File: config.mk
export PLATFORM = sky130hd
export DESIGN_NAME = xor_remap
export DESIGN_NICKNAME = d
export VERILOG_FILES = /design/src/rtl/xor_remap.sv
export SDC_FILE = /design/constraint.sdc
export NUM_CORES = 1
export LEC_CHECK = 0
export ABC_AREA = 1
export BUFFER_PORTS_ARGS = -buffer_cell sky130_fd_sc_hd__buf_2
export CORE_UTILIZATION = 31
export DETAILED_ROUTE_END_ITERATION = 16
export PLACE_DENSITY = 0.61
export REMOVE_ABC_BUFFERS = 1
export SYNTH_ARGS = -nofsm -noshare
export SYNTH_HDL_FRONTEND = slang
export SYNTH_SLANG_ARGS = --single-unit
File: constraint.sdc
create_clock -name clk -period 2.9 [get_ports clk]
set_input_delay 0.435 -clock clk [delete_from_list [all_inputs] [get_ports clk]]
set_output_delay 0.435 -clock clk [all_outputs]
set_load 0.05 [all_outputs]
File: src/rtl/xor_remap.sv
`timescale 1ns/1ps
module xor_remap #(
  parameter int AW = 4,
  parameter int DW = 8,
  parameter int INTERVAL = 4
) (
  input  logic          clk,
  input  logic          rst_n,
  input  logic          up_valid,
  output logic          up_ready,
  input  logic [AW-1:0] up_addr,
  input  logic          up_we,
  input  logic [DW-1:0] up_wdata,
  output logic [DW-1:0] up_rdata,
  output logic          up_rvalid,
  input  logic [AW-1:0] key_in,
  output logic          mem_req,
  output logic          mem_we,
  output logic [AW-1:0] mem_addr,
  output logic [DW-1:0] mem_wdata,
  input  logic [DW-1:0] mem_rdata
);
  localparam int CW = (INTERVAL > 2) ? $clog2(INTERVAL) : 1;
  localparam logic [CW-1:0] GWC_TOP = CW'(INTERVAL - 1);

  typedef enum logic [2:0] {S_IDLE, S_RD0, S_RD1, S_WR1, S_WR0} st_t;

  st_t           st;
  logic [AW-1:0] key0, key1, crp;
  logic [CW-1:0] gwc;
  logic [DW-1:0] buf0, buf1;

  wire [AW-1:0] kdiff    = key0 ^ key1;
  wire          req_new  = (up_addr < crp) || ((up_addr ^ kdiff) < crp);
  wire [AW-1:0] up_phys  = up_addr ^ (req_new ? key1 : key0);
  wire          crp_done = (crp ^ kdiff) < crp;
  wire          fire     = up_valid && up_ready;
  wire          tick     = fire && up_we && (gwc == GWC_TOP);
  wire          advance  = (tick && crp_done) || (st == S_WR0);

  assign up_ready  = (st == S_IDLE);
  assign up_rdata  = mem_rdata;
  assign up_rvalid = fire && !up_we;

  always_comb begin
    mem_req   = 1'b1;
    mem_we    = 1'b0;
    mem_addr  = crp ^ key0;
    mem_wdata = buf1;
    unique case (st)
      S_IDLE: begin
        mem_req   = fire;
        mem_we    = fire && up_we;
        mem_addr  = up_phys;
        mem_wdata = up_wdata;
      end
      S_RD0: mem_addr = crp ^ key0;
      S_RD1: mem_addr = crp ^ key1;
      S_WR1: begin
        mem_we    = 1'b1;
        mem_addr  = crp ^ key1;
        mem_wdata = buf0;
      end
      S_WR0: begin
        mem_we    = 1'b1;
        mem_addr  = crp ^ key0;
        mem_wdata = buf1;
      end
      default: mem_req = 1'b0;
    endcase
  end

  always_ff @(posedge clk) begin
    if (!rst_n) begin
      st   <= S_IDLE;
      key0 <= '0;
      key1 <= '0;
      crp  <= '0;
      gwc  <= '0;
      buf0 <= '0;
      buf1 <= '0;
    end else begin
      if (fire && up_we) gwc <= tick ? '0 : gwc + 1'b1;
      unique case (st)
        S_IDLE:  if (tick && !crp_done) st <= S_RD0;
        S_RD0: begin buf0 <= mem_rdata; st <= S_RD1; end
        S_RD1: begin buf1 <= mem_rdata; st <= S_WR1; end
        S_WR1:   st <= S_WR0;
        S_WR0:   st <= S_IDLE;
        default: st <= S_IDLE;
      endcase
      if (advance) begin
        crp <= crp + 1'b1;
        if (crp == '1) begin
          key0 <= key1;
          key1 <= key_in;
        end
      end
    end
  end
endmodule

* Word-level counts from Yosys, hierarchy flattened *
Index checks and enable logic that the tools add are counted.
Widths: inputs -> output; s select.

word-level totals
  word-level logic and storage cells = 48
  input port bits = 28
  output and inout bits = 24
  register bits after elaboration = 33

operators by class
  $add $sub $neg = 2
  eq/ne operators = 7
  muxes and demuxes = 8
  order comparisons = 3
  reductions and logical operators = 15
  bitwise logic cells = 6

operators by type and width
  cell                 number
  $xor 4x4->4          6
  $pmux 8 s2           1
  $lt 4x4->1           3
  $pmux 3 s4           1
  $pmux 4 s2           1
  $eq 3x2->1 const B   2
  $logic_and 1x1->1    6
  $add 4x1->4 const B  1
  $eq 4x4->1 const B   1
  $mux 4               1
  $pmux 1 s2           2
  $reduce_or 2->1      2
  $reduce_or 4->1      1
  $eq 3x1->1 const B   1
  $eq 3x3->1 const B   1
  $logic_not 3->1      1
  $mux 3               1
  $add 2x1->2 const B  1
  $eq 2x2->1 const B   1
  $logic_not 1->1      2
  $logic_or 1x1->1     2
  $mux 2               1
  $ne 2x1->1 const B   1
  $reduce_and 2->1     1

* Longest topological paths before layout *
Gate-level depths: netlist of the first run.

  word-level depth = 7
  gate-level depth with buffers = 15
  depth with buffers taken out = 15

* Worst setup path before layout of the first run *
Ideal clock, no wire load.

  kind = register to output
  start = reg key1[3]
  end = out mem_addr[0]
  data arrival time = 2.057 ns
  data required time = 2.465 ns
  path buffers = 0
  slack = 0.408 ns
  cell stages (with the launch flop) = 14
  path through = dfxtp_1 > inv_1 > nand2_1 > nand2_1 > xor2_1 > inv_1 > ha_1 > a21oi_1 > nand2_2 > nand2_1 > nand2_1 > nand3_1 > nand3_1 > nand2_1

between the ends
  cells in the longest elaborated chain, start to end = 7

ends and longest elaborated chain
  element                 RTL line  text
  from (decl)             29        logic [AW-1:0] key0, key1, crp;
  from (signal assigned)  96        key1 <= key_in;
  $xor 4x4->4             33        wire [AW-1:0] kdiff = key0 ^ key1;
  $xor 4x4->4             34        wire req_new = (up_addr < crp) || ((up_addr ^ kdiff) < crp);
  $lt 4x4->1              34
  $logic_or 1x1->1        34
  $mux 4                  35        wire [AW-1:0] up_phys = up_addr ^ (req_new ? key1 : key0);
  $xor 4x4->4             35
  $pmux 4 s2              50        unique case (st)
  to (decl)               19        output logic [AW-1:0] mem_addr,

Every way passes these cells.

* Final worst setup path of the first run *
  start = reg key1[2]
  end = out mem_addr[1]

Same word-level chain as after synthesis.

==> reports/results.txt, run 1 <==
vias in the first global route - 1790
largest area contributor in the netlist - dfxtp_1
skew final - 2.80 ps
site row count - 29
Ports - 52
syn_area_per_cell - 6.66 sq um
residual DRC count - 0
via count - 2105
clock share of power - 24.5%
IO Port Bufs - 51
antenna fix cells - 0
number of vias per cell - 4.87
final net count - 391
worst vdd ir - 0.296 mV
antenna-violating nets left - 0
Worst Max-Slew Pin Slew - 454 ps
pin count of the biggest net entering global routing - 21
endpoint class of the critical path - output pin
first-pass GRT wire length - 8210 microns
Syn. warnings - 0
CTS Sinks - 33
Power Density - 550 nW/um^2
max-slew violations - 0
core area - 6390 sq um
CTS Buffer Depth - 2
layout cells sized above 1 - 21.1%
Placed Area - 2330 sq um
Tightest Hold Check Type - primary input to flop
Slowest Stage Delay on Critical Path - 400 ps
Routed wire per std cell - 11.4 microns
Net Sw Frac - 41.2%
CP max stage cell - dfxtp_2
Critical Path RT - 2470 ps
DIE AREA - 6990 sq um
clk_lat worst skew - 280 ps
CTS tree - built
CP max FO - 8
Area growth syn-to-layout - 19.1%
#FFs+latches synth - 33
initial antenna violation count - 0
GR Overflow Total - 0
die height - 83.6 microns
clk slew on worst S/H paths - 60 ps
Hold Buf Count CTS - 0
CTS buffer count - 5
H-tree depth - 2
synth top area cells - dfxtp_1, nand2_1, nand3_1
CP Buf/Inv Count - 3
Worst Reg-to-Reg Cells - 10
Net Sw Power - 0.557 mW
maximum clock rate - 370 MHz
Post-DP HPWL - 3570 microns
final critical-path share of the clock period - 93.2%
run status - completed
sequential share of power - 38.0%
startpoint types - flop
Worst Path Arrival - 2270 ps
setup bufs post-CTS - 0
routability cong. - 0.797
total track usage - 14.5%
Largest delay share family, worst path - simple AND/OR/NAND/NOR gates
Internal - 0.795 mW
CP dominant cell by count - nand2_1
Final Cell Area - 2460 sq um
LEAKAGE - 1.08 nW
post-synthesis sequential area ratio - 32.0%
crit path time final - 2700 ps
synthesized area - 2070 sq um
post-synth top area share - 32.0%
Setup-failing EPs final - 0
endpoints failing hold - 0
hold path cells - 3
Initial Utilization - 32.3%
Unique masters post-synth - 28
Pwr Total - 1.35 mW
Die Wd - 83.6 microns
Post-Synthesis Cells - 310
Max-slew headroom - 69.7%
MaxCap Viol Count - 0
Root Buffer - clkbuf_8
critical path class - flop to output pin
CP Depth - 14
CP Cell Sequence - xor2_1 > xor2_1 > inv_1 > ha_1 > nand2_1 > inv_1 > nand2_1 > nand2_2 > nand2_4 > nand2_1 > nand3_1 > nand3_1 > nand2_1 > buf_4
Comb pwr share - 37.4%
initial drt markers - 49
First-pass DRT Iterations - 4
Post-Route WL - 4930 microns
[flip-flops by register name (all words and copies together) (netlist names)]
register / count
buf0: 8
buf1: 8
crp: 4
gwc: 2
key0: 4
key1: 4
st: 3
[through the flow]
step           std cells  setup TNS (ps)  setup slack, ps  util, %  hold WS, ps
5_1_grt              432            -121            -37.6     38.5          412
3_3_place_gp         423               0              262     36.4          437
4_1_cts              431               0             27.3     37.7          401
2_1_floorplan        294               0              434        -          427
6_report             432               0              196     38.5          409
3_5_place_dp         423               0              227     36.4          442
[logic make-up after synthesis]
family / share of synthesized area [%]
compound gates: 16.2
xor+xnor: 3.82
fa+ha+maj: 5.45
buf+inv: 11.9
flops: 32.0
simple gates: 30.6
[power groups by stage]
stage	registers (mW)	logic (mW)	clock network, mW
after global placement	0.525	0.488	0
after detailed placement	0.526	0.491	0
after global routing	0.520	0.548	0.365
after floorplan	0.520	0.345	0
after CTS	0.515	0.494	0.345
final	0.514	0.506	0.331
[routing by layer]
metal / vias up / GRT usage, % / share of wire, %
met5: - / 0 / 0
met4: 0 / 4.62 / 1.2
met3: 5 / 3.46 / 4.6
met2: 52 / 23.2 / 45
met1: 940 / 19.1 / 49
li1: 1108 / - / -
[cell type report]
class                           count  area [sq um]
Sequential cell                    33           668
Inverter                           39           148
Clock buffer                        8          80.1
Fill cell                         711          3930
Multi-Input combinational cell    223          1180
Timing Repair Buffer               52           284
Tap cell                           77          96.3
[cell usage after synthesis (all sizes together)]
cell type and n:
buf 11, nor3 1, inv 38, dfxtp 33, nand3 45, and3 2
a21oi 26, nand2 67, xnor2 2, o21a 1, clkinv 1, nor2 26
a21boi 1, clkbuf 5, ha 9, o21ai 23, nand4 1, nor4 1
o211ai 10, xor2 7
[worst reg2reg max path, cell delays in order (launching register included)]
cell and delay, ps:
dfxtp_1 580, inv_1 130, nand2_2 180, clkinv_2 280
nand3_2 220, nor2_2 60, nand3_2 100, nand2_4 120
nand2_1 250, nand2_1 80, a21oi_1 120
[path summary, 6_finish.rpt]
| kind | from | endpoint | slack (ps) |
|---|---|---|---|
| setup / recovery | key1[2] | mem_addr[1] | 200 |
| hold / removal | key_in[2] | key1[2] | 410 |
| setup reg to reg | st[0] | key0[0] | 690 |
| hold reg to reg | gwc[1] | gwc[1] | 450 |
[placed cells by master, fill, tap and decap left out]
master    count
nand3_2       2
clkinv_2      1
buf_2        47
o21a_1        1
buf_6         3
buf_4         2
nor2_1       24
clkbuf_1      3
dfxtp_1      29
o21ai_0      23
nand2_4       2
ha_1          9
nor3_1        1
dfxtp_2       3
nand4_1       1
inv_1        36
xnor2_2       1
nand3_1      43
a21oi_2       1
clkbuf_8      5
dfxtp_4       1
and3_1        2
xnor2_1       1
xor2_1        7
nand2_1      63
nand2_2       3
nor2_2        2
inv_2         2
o211ai_1     10
a21oi_1      25
nor4_1        1
a21boi_0      1
[what timing repair did]
item | in CTS | in global routing
endpoints found under the setup margin | 4 | 4
gates resized for setup | 2 | 20
pin swaps | 0 | 2
cloned | 0 | 1
Note: power is estimated with default switching activity, not from simulation.
==> inputs of run 2 (changes only) <==
- CORE_ASPECT_RATIO: default -> 1.25
==> run 2 against run 1 <==
Maximum frequency grew 0.78%. Design area grew 1.8%. Largest power group unchanged. Critical endpoint is now mem_addr[2]. Worst setup slack gained 21 ps. Clock-buffer cell count shrank 1. Combinational power is essentially flat. Routed wire length grew 5.0%. Die area is essentially flat. Sequential power is essentially flat. Hold slack gained 14 ps. Register-to-register slack lost 90 ps. First-iteration DRC count is the same. Global-route usage grew 1.7 points.
==> reports/results.txt, run 2 (synthesized netlist as in run 1, its figures left out) <==
run status - completed
CTS buffer count - 5 (unchanged)
Routed wire per std cell - 11.7 microns (+2.9%)
vias in the first global route - 1981 (+11%)
antenna fix cells - 0 (unchanged)
final worst slack - 217 ps (+20.9 ps)
GR Util met1 - 18.4% (-0.68 points)
CP Cell Sequence - inv_1 > nand2_1 > nand2_2 > xor2_1 > inv_1 > ha_4 > nand2_1 > inv_1 > nand2_1 > nand2_2 > nand2_4 > nand2_1 > nand3_1 > nand3_1 > nand2_1 > buf_4
Post-Route WL - 5180 microns (+5.0%)
DP Worst Slack - 208 ps (-18.7 ps)
CP max stage cell - dfxtp_2
layout cells sized above 1 - 22.5% (+1.3 points)
core area - 6290 sq um (-1.6%)
CP dominant cell by count - nand2_1
Root Buffer - clkbuf_8
pin count of the biggest net entering global routing - 21 (unchanged)
CTS tree - built
DIE AREA - 7000 sq um (about the same)
endpoints failing hold - 0 (unchanged)
first-pass GRT wire length - 8640 microns (+5.2%)
total negative setup slack - 0 ps (unchanged)
maximum clock rate - 373 MHz (+0.78%)
most frequent cells in the layout - nand2_1, buf_2, nand3_1
number of vias per cell - 4.75 (-2.6%)
die height - 93.3 microns (+12%)
startpoint types - flop
CTS Buffer Depth - 2 (unchanged)
routability cong. - 0.801 (+0.48%)
clk_lat worst skew - 280 ps (about the same)
met3 GRT Util - 3.23% (-0.23 points)
clk slew on worst S/H paths - 60 ps (about the same)
Post-DP HPWL - 3700 microns (+3.9%)
grt peak-use layer - met2
GR Overflow Total - 0 (unchanged)
residual DRC count - 0 (unchanged)
final net count - 393 (+0.51%)
RSZ-0062 raised after global routing - false
skew final - 2.90 ps (+0.0965 ps)
Tightest Hold Check Type - primary input to flop
via count - 2093 (-0.57%)
Setup-failing EPs final - 0 (unchanged)
worst vdd ir - 0.406 mV (+37%)
commonest non-fill, non-tap cell in the layout - nand2_1
reg-to-reg setup timing slack - 600 ps (-90 ps)
Die Wd - 75.0 microns (-10%)
Worst R2R End - key0[2]
Max-slew headroom - 67.7% (-2.0 points)
Worst Reg-to-Reg Cells - 10 (unchanged)
antenna-violating nets left - 0 (unchanged)
First-pass DRT Iterations - 4 (unchanged)
CP endpoint - mem_addr[2]
crit path launch - key0[3]
Critical R2R Launch - st[0]
Final Non-Filler Cells - 441 (+2.1%)
final hold slack - 423 ps (+13.7 ps)
max-slew violations - 0 (unchanged)
crit path time final - 2680 ps (-20.9 ps)
total track usage - 16.2% (+1.7 points)
final critical-path share of the clock period - 92.5% (-0.72 points)
biggest regs - buf0 x8, buf1 x8
Critical Path RT - 2470 ps (about the same)
critical path class - flop to output pin
CP max FO - 8 (unchanged)
IO Port Bufs - 51 (unchanged)
Power Density - 545 nW/um^2 (-0.92%)
Ports - 52 (unchanged)
CTS Sinks - 33 (unchanged)
Initial Utilization - 32.9% (+0.52 points)
H-tree depth - 2 (unchanged)
GRT met2 Usage - 29.5% (+6.3 points)
MaxCap Viol Count - 0 (unchanged)
initial drt markers - 49 (unchanged)
initial antenna violation count - 0 (unchanged)
Area growth syn-to-layout - 21.3%
LEAKAGE - 1.09 nW (+1.3%)
Worst Path Arrival - 2250 ps (-20 ps)
Slowest Stage Delay on Critical Path - 340 ps (-60 ps)
site row count - 32 (+10%)
endpoint class of the critical path - output pin
dpl cells - 431 (+1.9%)
Worst Max-Slew Pin Slew - 484 ps (+30.6 ps)
## run 2: cell count changes in the layout (fill, tap and decap cells not counted), sizes merged
cell    previous run  this run
buf               52        54
clkbuf             8         7
## run 2: where the power goes
part,internal [mW],total [mW],switching (mW)
registers,0.492,0.516,0.0243
logic,0.131,0.504,0.373
clock network,0.188,0.344,0.156
## run 2: timing repair
action                     in CTS  in global routing
cloned                          0                  1
pin swaps                       0                  4
resized for setup               5                 13
hold buffers                    0                  0
setup buffers                   0                  2
setup endpoints to repair       4                  4
## run 2: metal layers
metal	part of all wire [%]	routed length, microns
met1	47	2410
met2	49	2540
met3	3.5	179
met4	1.0	53
met5	0	0
## run 2: metrics by stage
stage / total power, mW / area [sq um] / util [%]
floorplan: 0.865 / 1970 / -
global placement: 1.01 / 2340 / 37.2
detailed placement: 1.02 / 2340 / 37.2
CTS: 1.38 / 2430 / 38.7
global route: 1.45 / 2500 / 39.8
finish: 1.36 / 2500 / 39.8
## run 2: area by class of cell
type,instances,area [sq um]
Multi-Input combinational cell,223,1200
Fill cell,682,3780
Tap cell,85,106
Sequential cell,33,669
Timing Repair Buffer,54,292
Clock buffer,7,86.3
Inverter,39,148
## run 2: worst min path at each step
| stage | from | endpoint | slack, ps | depth (start not counted) |
|---|---|---|---|---|
| 6_report | key_in[3] | key1[3] | 420 | 3 |
| 3_5_place_dp | gwc[1] | gwc[1] | 440 | 2 |
| 5_1_grt | key_in[1] | key1[1] | 420 | 3 |
| 4_1_cts | key_in[0] | key1[0] | 420 | 3 |
| 3_3_place_gp | gwc[1] | gwc[1] | 440 | 2 |
| 2_1_floorplan | gwc[1] | gwc[1] | 430 | 2 |
## run 2: critical path, delay by kind of cell (launching register included)
kind                     cells  cell delay (ps)
AND/OR/NAND/NOR             10              820
adder cells (fa/ha/maj)      1              280
buffers and inverters        4              400
XOR/XNOR                     1              150
flip-flops                   1              340
==> inputs of run 3 (changes only) <==
- ABC_AREA: 1 -> default
- CAP_MARGIN: default -> 20
- CTS_CLUSTER_DIAMETER: default -> 100
==> run 3 against run 2 <==
The flow now finishes with violations (negative setup slack). Flip-flop and latch count did not move. Hold slack got worse by 34 ps. Clock-buffer cell count did not move. Synthesized cell count fell by 19%. Critical endpoint is now mem_addr[3].
==> reports/results.txt, run 3 <==
run status - finished, violations left
failing checks - negative setup slack
Post-Route WL - 5280 microns (+2.0%)
residual DRC count - 0 (unchanged)
CP max FO - 4 (-4)
Max-slew headroom - 36.8% (-31 points)
final net count - 349 (-11%)
Initial Utilization - 32.4% (-0.44 points)
most frequent cells in the layout - buf_2, nand2_1, dfxtp_1
pin count of the biggest net entering global routing - 38 (+81%)
critical path class - flop to output pin
GR Overflow Total - 0 (unchanged)
layout cells sized above 1 - 35.1% (+13 points)
final critical-path share of the clock period - 102% (+9.7 points)
Die Wd - 76.4 microns (+1.8%)
worst vdd ir - 0.234 mV (-42%)
die height - 94.9 microns (+1.8%)
startpoint types - flop
Worst Path Arrival - 2530 ps (+280 ps)
CP Cell Sequence - xor2_2 > xor2_1 > ha_1 > o21ai_2 > o31ai_2 > nand4_1 > o221a_2 > o21ai_2 > buf_6
Tightest Hold Check Type - primary input to flop
antenna fix cells - 0 (unchanged)
total track usage - 15.5% (-0.65 points)
#FFs+latches synth - 33 (unchanged)
Area growth syn-to-layout - 29.0%
Worst Max-Slew Pin Slew - 944 ps (+460 ps)
Setup-failing EPs final - 4 (+4)
biggest regs - buf0 x8, buf1 x8
largest area contributor in the netlist - dfxtp_1
post-synthesis sequential area ratio - 30.8% (-1.1 points)
syn_area_per_cell - 8.50 sq um (+28%)
final worst slack - -62.8 ps (-280 ps)
CTS Sinks - 33 (unchanged)
Pwr Total - 1.00 mW (-26%)
Root Buffer - clkbuf_8
number of vias per cell - 5.03 (+6.0%)
initial antenna violation count - 0 (unchanged)
DIE AREA - 7250 sq um (+3.6%)
Async SR Flop Fraction - 0% (unchanged)
endpoints failing hold - 0 (unchanged)
site row count - 33 (+3.1%)
First-pass DRT Iterations - 4 (unchanged)
initial drt markers - 66 (+35%)
post-synth top area share - 30.8% (-1.1 points)
Unique masters post-synth - 45 (+61%)
Critical Path RT - 2470 ps (about the same)
Routed wire per std cell - 13.2 microns (+12%)
routability cong. - 0.849 (+6.0%)
maximum clock rate - 338 MHz (-9.5%)
clk slew on worst S/H paths - 70 ps (about the same)
CP max stage cell - o221a_2
synthesized area - 2140 sq um (+3.7%)
CTS tree - built
crit path time final - 2960 ps (+280 ps)
Post-synth top cells - nand2_1, dfxtp_1, mux2i_1, o21ai_0, xor2_1
skew final - 6.79 ps (+3.89 ps)
synth top area cells - dfxtp_1, mux2i_1, nand2_1
final hold slack - 389 ps (-34.1 ps)
endpoint class of the critical path - output pin
top-count cell post-synth - nand2_1
H-tree depth - 2 (unchanged)
core area - 6610 sq um (+5.1%)
Power Density - 364 nW/um^2 (-33%)
first-pass GRT wire length - 8950 microns (+3.6%)
Syn. warnings - 0 (unchanged)
Ports - 52 (unchanged)
antenna-violating nets left - 0 (unchanged)
Synth Flop Type - dfxtp_1
via count - 2012 (-3.9%)
LEAKAGE - 1.18 nW (+7.9%)
clk_lat worst skew - 290 ps (about the same)
vias in the first global route - 1978 (-0.15%)
Post-Synthesis Cells - 252 (-19%)
Slowest Stage Delay on Critical Path - 350 ps (about the same)
commonest non-fill, non-tap cell in the layout - buf_2
max-slew violations - 0 (unchanged)
CTS buffer count - 5 (unchanged)
MaxCap Viol Count - 0 (unchanged)
Post-DP HPWL - 3890 microns (+5.0%)
IO Port Bufs - 51 (unchanged)
RSZ-0062 raised after global routing - true
CP dominant cell by count - o21ai_2
Post-synth EDFFs - 0 (unchanged)
CTS Buffer Depth - 2 (unchanged)
[run 3: timing repair]
action                     CTS  global route
pin swaps                   17             3
hold buffers                 0             0
buffers inserted             2             0
setup endpoints to repair    4             4
gates resized for setup     32             1
[run 3: area by class of cell]
cell class                      instances  area [sq um]
Sequential cell                        33           664
Timing Repair Buffer                   74           457
Tap cell                               87           109
Inverter                                4          15.0
Clock inverter                          1          7.51
Clock buffer                            7          76.3
Fill cell                             673          3840
Multi-Input combinational cell        194          1430
[run 3: metal layers]
metal  vias up  wire length, microns  track usage [%]
met1       931                  2440             18.2
met3         9                   229             3.29
met4         0                    79             4.81
met5         -                     0                0
li1       1008                     -                -
met2        64                  2530             28.2
[run 3: through the flow]
stage                     setup slack, ps  util [%]  cell area, sq um  setup TNS, ps  cells
after floorplan                      -643         -              2020          -2570    231
after global placement              -11.0      38.5              2550          -11.0    390
after detailed placement            -65.0      38.5              2550          -65.0    390
after CTS                           -67.9      41.8              2760           -145    400
after global routing                 -214      41.8              2760           -789    400
final                               -62.8      41.8              2760           -166    400
[run 3: cells by family (layout without fill, tap and decap cells)]
kind of cell	after synthesis	count (layout)	synth area share (%)
buffers and inverters	25	86	6.19
muxes	17	17	7.94
DFF	33	33	30.8
AOI/OAI and AO/OA	63	63	21.7
xor gates and xnor gates	19	19	7.77
and+or+nand+nor	86	86	20.3
adders and majority gates	9	9	5.26
[run 3: worst max-delay path, delay by kind of cell (launching register included)]
kind	cells	cell delay, ps
AO/OA/AOI/OAI	4	850
XOR/XNOR	2	340
adder cells (fa/ha/maj)	1	310
buffers and inverters	1	180
flip-flops	1	330
AND/OR/NAND/NOR	1	230
[run 3: final timing paths]
kind	from	endpoint	slack (ps)	cells after the start
worst max-delay path	key0[2]	mem_addr[3]	-60	9
worst min-delay path	key_in[2]	key1[2]	390	3
worst max register to register	key0[2]	key1[1]	280	10
worst min register to register	buf1[7]	buf1[7]	470	2
[run 3: report_power, final]
| part | internal [mW] | total (mW) | leakage [nW] | switching, mW |
|---|---|---|---|---|
| Combinational | 0.0724 | 0.204 | 0.873 | 0.131 |
| Sequential | 0.455 | 0.456 | 0.267 | 0.00149 |
| Clock | 0.170 | 0.345 | 0.0385 | 0.175 |
| Total | 0.697 | 1.00 | 1.18 | 0.307 |
